## src/rtl/fwg_pkg.sv

```systemverilog
// Package: shared constants and register selector type for the flash write gate.
// Assumes: unlock field is 4 bits wide; control bits sit in the low bits.
package fwg_pkg;
    localparam int          KEY_BITS       = 4;
    localparam logic [3:0]  UNLOCK_VALUE   = 4'd2;
    localparam int          CTRL_PWE_BIT   = 0;
    localparam int          CTRL_DEFER_BIT = 1;

    typedef enum logic {
        SEL_CTRL = 1'b0,
        SEL_KEY  = 1'b1
    } fwg_sel_e;
endpackage

```

## src/rtl/fwg_cfg_regs.sv

```systemverilog
// Module: software-visible configuration of the gate.
// Holds program-enable, deferral enable and unlock field. Program-enable
// cannot be set while interrupts are enabled, and it clears whenever a
// flash byte is accepted (byte_done). A clear from byte_done overrides a
// same-cycle software write.
module fwg_cfg_regs
    import fwg_pkg::*;
#(
    parameter int KEY_W = KEY_BITS
) (
    input  logic             clk,
    input  logic             rst_n,
    input  logic             reg_wr,
    input  logic             reg_sel,
    input  logic [KEY_W-1:0] reg_wdata,
    input  logic             irq_en,
    input  logic             byte_done,
    output logic             pwe,
    output logic             defer_en,
    output logic             key_ok
);
    logic [KEY_W-1:0] key_q;
    logic             wr_ctrl;
    logic             wr_key;

    // Decode which register a software write targets.
    always_comb begin
        wr_ctrl = reg_wr && (reg_sel == SEL_CTRL);
        wr_key  = reg_wr && (reg_sel == SEL_KEY);
        key_ok  = (key_q == KEY_W'(UNLOCK_VALUE));
    end

    // Update control bits; auto-clear of program-enable has the last word.
    always_ff @(posedge clk) begin
        if (!rst_n) begin
            pwe      <= 1'b0;
            defer_en <= 1'b0;
        end else begin
            if (wr_ctrl) begin
                defer_en <= reg_wdata[CTRL_DEFER_BIT];
                if (!irq_en) pwe <= reg_wdata[CTRL_PWE_BIT];
            end
            if (byte_done) pwe <= 1'b0;
        end
    end

    // Update the unlock field.
    always_ff @(posedge clk) begin
        if (!rst_n)      key_q <= '0;
        else if (wr_key) key_q <= reg_wdata;
    end


    pwe_autoclr_chk: assert property (@(posedge clk) disable iff (!rst_n)
        byte_done |=> !pwe);


    pwe_irq_lock_chk: assert property (@(posedge clk) disable iff (!rst_n)
        irq_en |=> !$rose(pwe));
endmodule

```

## src/rtl/fwg_busy_edge.sv

```systemverilog
// Module: detects the falling edge of the engine busy signal.
// Assumes eng_busy is synchronous to clk. fall is high in the cycle where
// busy is 0 and the previous sample was 1.
module fwg_busy_edge (
    input  logic clk,
    input  logic rst_n,
    input  logic busy,
    output logic fall
);
    logic busy_q;

    // Keep the previous busy sample.
    always_ff @(posedge clk) begin
        if (!rst_n) busy_q <= 1'b0;
        else        busy_q <= busy;
    end

    // Falling edge: was busy, now idle.
    always_comb fall = busy_q && !busy;
endmodule

```

## src/rtl/fwg_hold_slot.sv

```systemverilog
// Module: one-entry holding slot and registered flash strobe.
// acc is an accepted flash store. defer says whether stores must wait.
// A held entry is released on busy_fall or as soon as defer is 0. A store
// that meets a release in the same cycle refills the slot. A store that
// meets a full, unreleased slot is dropped and sets the sticky ovf.
module fwg_hold_slot #(
    parameter int AW = 16,
    parameter int DW = 8
) (
    input  logic          clk,
    input  logic          rst_n,
    input  logic          acc,
    input  logic          defer,
    input  logic          busy_fall,
    input  logic [AW-1:0] req_addr,
    input  logic [DW-1:0] req_data,
    output logic          issue,
    output logic [AW-1:0] out_addr,
    output logic [DW-1:0] out_data,
    output logic          pend,
    output logic          ovf
);
    logic [AW-1:0] slot_addr;
    logic [DW-1:0] slot_data;
    logic          release_now;
    logic          pass_now;
    logic          capture_now;
    logic          drop_now;

    // Decide this cycle's action for the slot and the strobe.
    always_comb begin
        release_now = pend && (!defer || busy_fall);
        pass_now    = acc && !defer && !pend;
        capture_now = acc && (defer || pend) && (!pend || release_now);
        drop_now    = acc && pend && !release_now;
    end

    // Drive the flash strobe and its address/data, one pulse per byte.
    always_ff @(posedge clk) begin
        if (!rst_n) begin
            issue    <= 1'b0;
            out_addr <= '0;
            out_data <= '0;
        end else begin
            issue <= release_now || pass_now;
            if (release_now) begin
                out_addr <= slot_addr;
                out_data <= slot_data;
            end else if (pass_now) begin
                out_addr <= req_addr;
                out_data <= req_data;
            end
        end
    end

    // Maintain slot occupancy and the sticky overflow flag.
    always_ff @(posedge clk) begin
        if (!rst_n) begin
            pend <= 1'b0;
            ovf  <= 1'b0;
        end else begin
            if (capture_now)      pend <= 1'b1;
            else if (release_now) pend <= 1'b0;
            if (drop_now)         ovf  <= 1'b1;
        end
    end

    // Load the slot contents on capture.
    always_ff @(posedge clk) begin
        if (!rst_n) begin
            slot_addr <= '0;
            slot_data <= '0;
        end else if (capture_now) begin
            slot_addr <= req_addr;
            slot_data <= req_data;
        end
    end


    defer_capture_chk: assert property (@(posedge clk) disable iff (!rst_n)
        (acc && defer && !pend) |=> (pend && !issue));


    busy_release_chk: assert property (@(posedge clk) disable iff (!rst_n)
        (pend && defer && busy_fall) |=> (issue && out_addr == $past(slot_addr)
                                          && out_data == $past(slot_data)));


    ovf_sticky_chk: assert property (@(posedge clk) disable iff (!rst_n)
        ovf |=> ovf);


    drop_keeps_slot_chk: assert property (@(posedge clk) disable iff (!rst_n)
        (acc && pend && defer && !busy_fall) |=> (pend && ovf
                                                  && slot_addr == $past(slot_addr)));


    flush_on_undefer_chk: assert property (@(posedge clk) disable iff (!rst_n)
        (pend && !defer) |=> issue);


    release_refill_chk: assert property (@(posedge clk) disable iff (!rst_n)
        (acc && pend && defer && busy_fall) |=> (issue && pend && ovf == $past(ovf)));
endmodule

```

## src/rtl/flash_write_gate.sv

```systemverilog
// Module: top of the deferred flash write gate.
// Accepts processor byte stores, qualifies them with program-enable and the
// unlock key, and either passes them to the flash port or parks one while
// the measurement engine is busy. Also drives debug/serial permission flags.
// Assumes all inputs are synchronous to clk.
module flash_write_gate
    import fwg_pkg::*;
#(
    parameter int AW    = 16,
    parameter int DW    = 8,
    parameter int KEY_W = KEY_BITS
) (
    input  logic             clk,
    input  logic             rst_n,
    input  logic             req_valid,
    input  logic [AW-1:0]    req_addr,
    input  logic [DW-1:0]    req_data,
    input  logic             eng_en,
    input  logic             eng_busy,
    input  logic             secure,
    input  logic             irq_en,
    input  logic             reg_wr,
    input  logic             reg_sel,
    input  logic [KEY_W-1:0] reg_wdata,
    output logic             fl_wr,
    output logic [AW-1:0]    fl_addr,
    output logic [DW-1:0]    fl_data,
    output logic             pend,
    output logic             ovf,
    output logic             pwe_o,
    output logic             rd_perm,
    output logic             wr_perm
);
    logic pwe;
    logic defer_en;
    logic key_ok;
    logic busy_fall;
    logic accept;
    logic defer;

    // Qualify stores and select the deferral condition.
    always_comb begin
        accept  = req_valid && pwe && key_ok;
        defer   = defer_en && eng_en;
        pwe_o   = pwe;
        rd_perm = !secure;
        wr_perm = !secure && key_ok;
    end

    fwg_cfg_regs #(.KEY_W(KEY_W)) u_cfg (
        .clk       (clk),
        .rst_n     (rst_n),
        .reg_wr    (reg_wr),
        .reg_sel   (reg_sel),
        .reg_wdata (reg_wdata),
        .irq_en    (irq_en),
        .byte_done (accept),
        .pwe       (pwe),
        .defer_en  (defer_en),
        .key_ok    (key_ok)
    );

    fwg_busy_edge u_edge (
        .clk   (clk),
        .rst_n (rst_n),
        .busy  (eng_busy),
        .fall  (busy_fall)
    );

    fwg_hold_slot #(.AW(AW), .DW(DW)) u_slot (
        .clk       (clk),
        .rst_n     (rst_n),
        .acc       (accept),
        .defer     (defer),
        .busy_fall (busy_fall),
        .req_addr  (req_addr),
        .req_data  (req_data),
        .issue     (fl_wr),
        .out_addr  (fl_addr),
        .out_data  (fl_data),
        .pend      (pend),
        .ovf       (ovf)
    );


    pass_through_chk: assert property (@(posedge clk) disable iff (!rst_n)
        (accept && !defer && !pend) |=> (fl_wr && fl_addr == $past(req_addr)
                                         && fl_data == $past(req_data)));


    locked_no_write_chk: assert property (@(posedge clk) disable iff (!rst_n)
        (req_valid && !key_ok && !pend) |=> (!fl_wr && !pend));
endmodule

```

## config.mk

```make
export PLATFORM = sky130hd
export DESIGN_NAME = flash_write_gate
export DESIGN_NICKNAME = d
export VERILOG_FILES = /design/src/rtl/fwg_pkg.sv /design/src/rtl/fwg_cfg_regs.sv /design/src/rtl/fwg_busy_edge.sv /design/src/rtl/fwg_hold_slot.sv /design/src/rtl/flash_write_gate.sv
export SDC_FILE = /design/constraint.sdc
export NUM_CORES = 1
export LEC_CHECK = 0
export BUFFER_PORTS_ARGS = -buffer_cell sky130_fd_sc_hd__buf_2
export CORE_AREA = 2 2 65 91
export CTS_CLUSTER_DIAMETER = 50
export DETAILED_ROUTE_END_ITERATION = 12
export DIE_AREA = 0 0 67 93
export PLACE_DENSITY = 0.78
export SLEW_MARGIN = 20
export SYNTH_ARGS = -nofsm -noshare
export SYNTH_HDL_FRONTEND = slang
export SYNTH_SLANG_ARGS = --single-unit
```

## constraint.sdc

```tcl
create_clock -name clk -period 2 [get_ports clk]
set_clock_uncertainty 0.15 [all_clocks]
set_input_delay 0.4 -clock clk [delete_from_list [all_inputs] [get_ports clk]]
set_output_delay 0.4 -clock clk [all_outputs]
set_load 0.1 [all_outputs]
```

-- Yosys cells after proc, flatten, opt, wreduce, memory -nomap -nowiden
Cells that the tools add are included.
- flip-flop bits (word level): 58
- output and inout port bits: 30
- eq/ne operators: 1
- multiplexer cells: 6
- bitwise logic cells: 3
- reduce and logical (&&, ||, !) cells: 27
- operators by type and width (cell ; count):
    $mux 16 ; 2
    $mux 8 ; 2
    $logic_and 1x1->1 ; 14
    $logic_not 1->1 ; 5
    $eq 4x2->1 const B ; 1
    $logic_or 1x1->1 ; 4
    $reduce_bool 2->1 ; 2
    $not 1->1 ; 3
    $mux 1 ; 2
    $reduce_and 2->1 ; 1
    $reduce_or 2->1 ; 1

-- Longest topological paths before layout
- word-level depth: 7
- gate-level depth with buffers: 7

-- Cells and area by module
Synthesis repeated with hierarchy kept, for this count alone.
- cells, all modules: 289
- area, all modules: 2519.9 um^2
- by module, submodules not included (module ; instances ; cells an instance ; area each (um^2)):
    fwg_hold_slot ; 1 ; 256 ; 2204.6
    fwg_cfg_regs ; 1 ; 26 ; 256.5
    fwg_busy_edge ; 1 ; 3 ; 36.3
    flash_write_gate ; 1 ; 4 ; 22.5

-- Worst setup path after synthesis
Ideal clock, no wire load.
- path type: register to output
- start: reg u_cfg.key_q[0]
- end: out wr_perm
- arrival time: 2.202 ns
- required time: 1.450 ns
- path slack: -0.752 ns
- stages on the path, launching flop included: 4
- path buffers: 1
- cell sequence: dfxtp_1 > or4b_1 > buf_2 > nor2_1
- word-level cells in the longest chain between the ends: 2
- ends and longest elaborated chain (what ; line ; source):
    start: declaration ; fwg_cfg_regs.sv:22 ; logic [KEY_W-1:0] key_q;
    start signal: assignment ; fwg_cfg_regs.sv:50 ; else if (wr_key) key_q <= reg_wdata;
    $eq 4x2->1 ; fwg_cfg_regs.sv:30 ; key_ok = (key_q == KEY_W'(UNLOCK_VALUE));
    $logic_and 1x1->1 ; flash_write_gate.sv:47 ; wr_perm = !secure && key_ok;
    end: declaration ; flash_write_gate.sv:32 ; output logic wr_perm
No other way between the ends.

-- Worst setup path in the final report
- start: reg u_cfg.key_q[2]
- end: out wr_perm
Same word-level chain as after synthesis.

==> reports/metrics.yaml <==
status:
  outcome: "complete, but fails checks"
  violations: "setup timing"
floorplan:
  dieHeight_um: 93
  die_w_um: 67
  core_mm2: 0.005445
  die_area_mm2: 0.006231
  rows: 32
  start_util_pct: 44.23
  ios: 67
power_and_ir_drop:
  switchingPower_mw: 0.5651
  clockPowerShare_pct: 47.5
  seqPwrFrac_pct: 46.4
  p_leak_nw: 1.474
  comb_power_share_pct: 6.1
  swShare_pct: 22.45
  peakVddDrop_mv: 0.4859
  pwr_density_cell_mw_per_mm2: 755.2
  intPower_mw: 1.952
final_layout:
  layout_common_cells: "81 x nand2_1, 65 x buf_2, 55 x dfxtp_1"
  n_fill_cell: 476
  stdcell_count: 443
  antenna_cells: 0
  drive_gt1_share_pct: 30.93
  fin_nets: 407
  design_area_mm2: 0.003333
  areaGrowthSynthToFinish_pct: 38.39
  final_common_cell: "nand2_1"
placement:
  place_inst: 413
  io_buffer_count: 66
  hpwl_mm: 3.474
  placedInstanceArea_mm2: 0.002835
  dp_slack_ns: -0.002132
  gp_congestion: 0.7675
timing:
  timing.final.max_slew_violations: 0
  fmax_mhz: 463.6
  final-setup-viol-count: 47
  rsz0062_at_grt: "true"
  max_slew_margin_pct: 67.49
  tightest_slew_ns: 0.4910
  hold_viol: 0
  min_period_ns: 2.157
  fin_crit_sh_pct: 107.9
  fin_ws_ns: -0.1571
drt:
  drtPass1Iterations: 4
  wl_per_cell_um: 14.70
  via_count: 2395
  wirelength_mm: 6.513
  via_per_inst: 5.406
  first_iter_violations: 198
  ant_nets: 0
  drc_errors: 0
global_routing:
  busiest_layer: "met2"
  grt_max_degree: 83
  use_met2_pct: 35.07
  grt_pass1_wl_mm: 10.14
  grt_pass1_vias: 2187
  globalRouteTotalUtil_pct: 21.10
  antenna_found_initial: 0
  globalRouteMet3Util_pct: 4.452
  grt.overflow.total: 0
  grt_use_met1_pct: 26.22
synth:
  yosysWarnings: 0
  synth_area_mm2: 0.002409
  synth-edff-count: 0
  synth_ff_type: "dfxtp_1"
  synth.largest_area_cell: "dfxtp_1"
  synth_cell_type_count: 26
  syn_nets: 332
  synth_seq_cells: 58
  ys_seq_area_share_pct: 48.21
  synth_top_area_share_pct: 48.21
  syn-instance-count: 295
  synthTopCellsByArea: "dfxtp_1 48%, nand2_1 13%, o31ai_1 7.5%"
  synth.avg_cell_area_um2: 8.165
  async_flop_share_pct: 0
critical_path:
  start_kind: "register"
  worstPathArrival_ns: 1.61
  cp-end-kind: "output port"
  critPathMaxFanout: 2
  worstPathRequired_ns: 1.45
  reg2reg_depth: 7
  path_class: "reg2out"
clock_network:
  cts-root-buf: "clkbuf_8"
  htree_levels: 3
  cts_sinks: 58
  clkTransAtPathRegs_ns: 0.07
  clock_latency_ns: 0.33
  tritoncts: "yes"
  ctsHoldBuffers: 0
  clockBufferDepth: 2
  cts_buffers: 9
min_path:
  min_path_cells: 3
  worstHoldPathType: "in2reg"
run:
  maxCapViolations: 0
==> final timing paths <==
check / to / start / slack (ns)
max: wr_perm / u_cfg.key_q[2] / -0.16
min: u_slot.slot_addr[10] / req_addr[10] / 0.15
max reg2reg: u_slot.out_addr[4] / u_cfg.key_q[2] / -0.14
min reg2reg: u_slot.slot_data[1] / u_slot.slot_data[1] / 0.30
==> area by class of cell <==
cell class | instances | area, um2 | area share (%)
Clock buffer | 11 | 141.4 | 4.242
Clock inverter | 5 | 77.57 | 2.327
Inverter | 1 | 3.754 | 0.1126
Multi-Input combinational cell | 209 | 1124 | 33.71
Sequential cell | 58 | 1165 | 34.95
Tap cell | 68 | 85.08 | 2.553
Timing Repair Buffer | 91 | 737.0 | 22.11
==> per-stage QoR <==
step / hold WS [ns] / power, mW / TNS, ns / util (%)
2_1_floorplan: 0.2862 / 1.274 / 0 / -
3_3_place_gp: 0.2947 / 1.337 / 0 / 52.07
3_5_place_dp: 0.2993 / 1.339 / -0.002132 / 52.07
4_1_cts: 0.1517 / 2.515 / -1.982 / 60.06
5_1_grt: 0.1563 / 2.609 / -6.487 / 61.21
6_report: 0.1472 / 2.517 / -4.208 / 61.21
==> power by group through the flow <==
| stage | combinational, mW | clock [mW] | sequential (mW) |
|---|---|---|---|
| after floorplan | 0.0674 | 0 | 1.21 |
| after global placement | 0.144 | 0 | 1.19 |
| after detailed placement | 0.146 | 0 | 1.19 |
| after CTS | 0.152 | 1.20 | 1.17 |
| after global routing | 0.168 | 1.27 | 1.17 |
| final | 0.153 | 1.20 | 1.17 |
==> cells by family after synthesis <==
logic type,synth area share [%]
mux,0.4156
flops,48.21
compound gates,22.96
simple gates,22.23
buf+inv,6.181
==> synthesized netlist by cell type (3+ instances only) <==
master    instances
a21boi_0          4
a21oi_1           3
a31oi_1          24
buf_4             3
buf_6             4
clkbuf_1         18
dfxtp_1          58
nand2_1          81
nand3_1          28
nor2b_1           3
o21ai_0          26
o31ai_1          24
==> routing by layer <==
metal  vias to the layer above  part of all wire, %
met4                         0                  2.2
met3                        15                  6.5
met1                      1109                   41
met5                         -                    0
met2                        83                   50
li1                       1188                    -
==> flip-flops by register name, summed over array words and instances (netlist names) <==
name / flops
u_slot.pend: 1
u_cfg.defer_en: 1
u_cfg.key_q: 4
u_slot.out_data: 8
u_slot.ovf: 1
u_slot.issue: 1
u_cfg.pwe: 1
u_edge.busy_q: 1
u_slot.out_addr: 16
u_slot.slot_addr: 16
u_slot.slot_data: 8
==> repair_timing <==
item | 4_1_cts | 5_1_grt
gates resized for setup | 13 | 12
buffers inserted | 7 | 0
pin swaps | 4 | 0
setup endpoints to repair | 32 | 51
cloned | 5 | 2
==> critical path, stage by stage, from the launching register on <==
cell     delay (ns)
dfxtp_2        0.32
or4b_4         0.54
buf_6          0.14
nor2_4         0.09
buf_12         0.18
(Power assumes the default switching activity.)
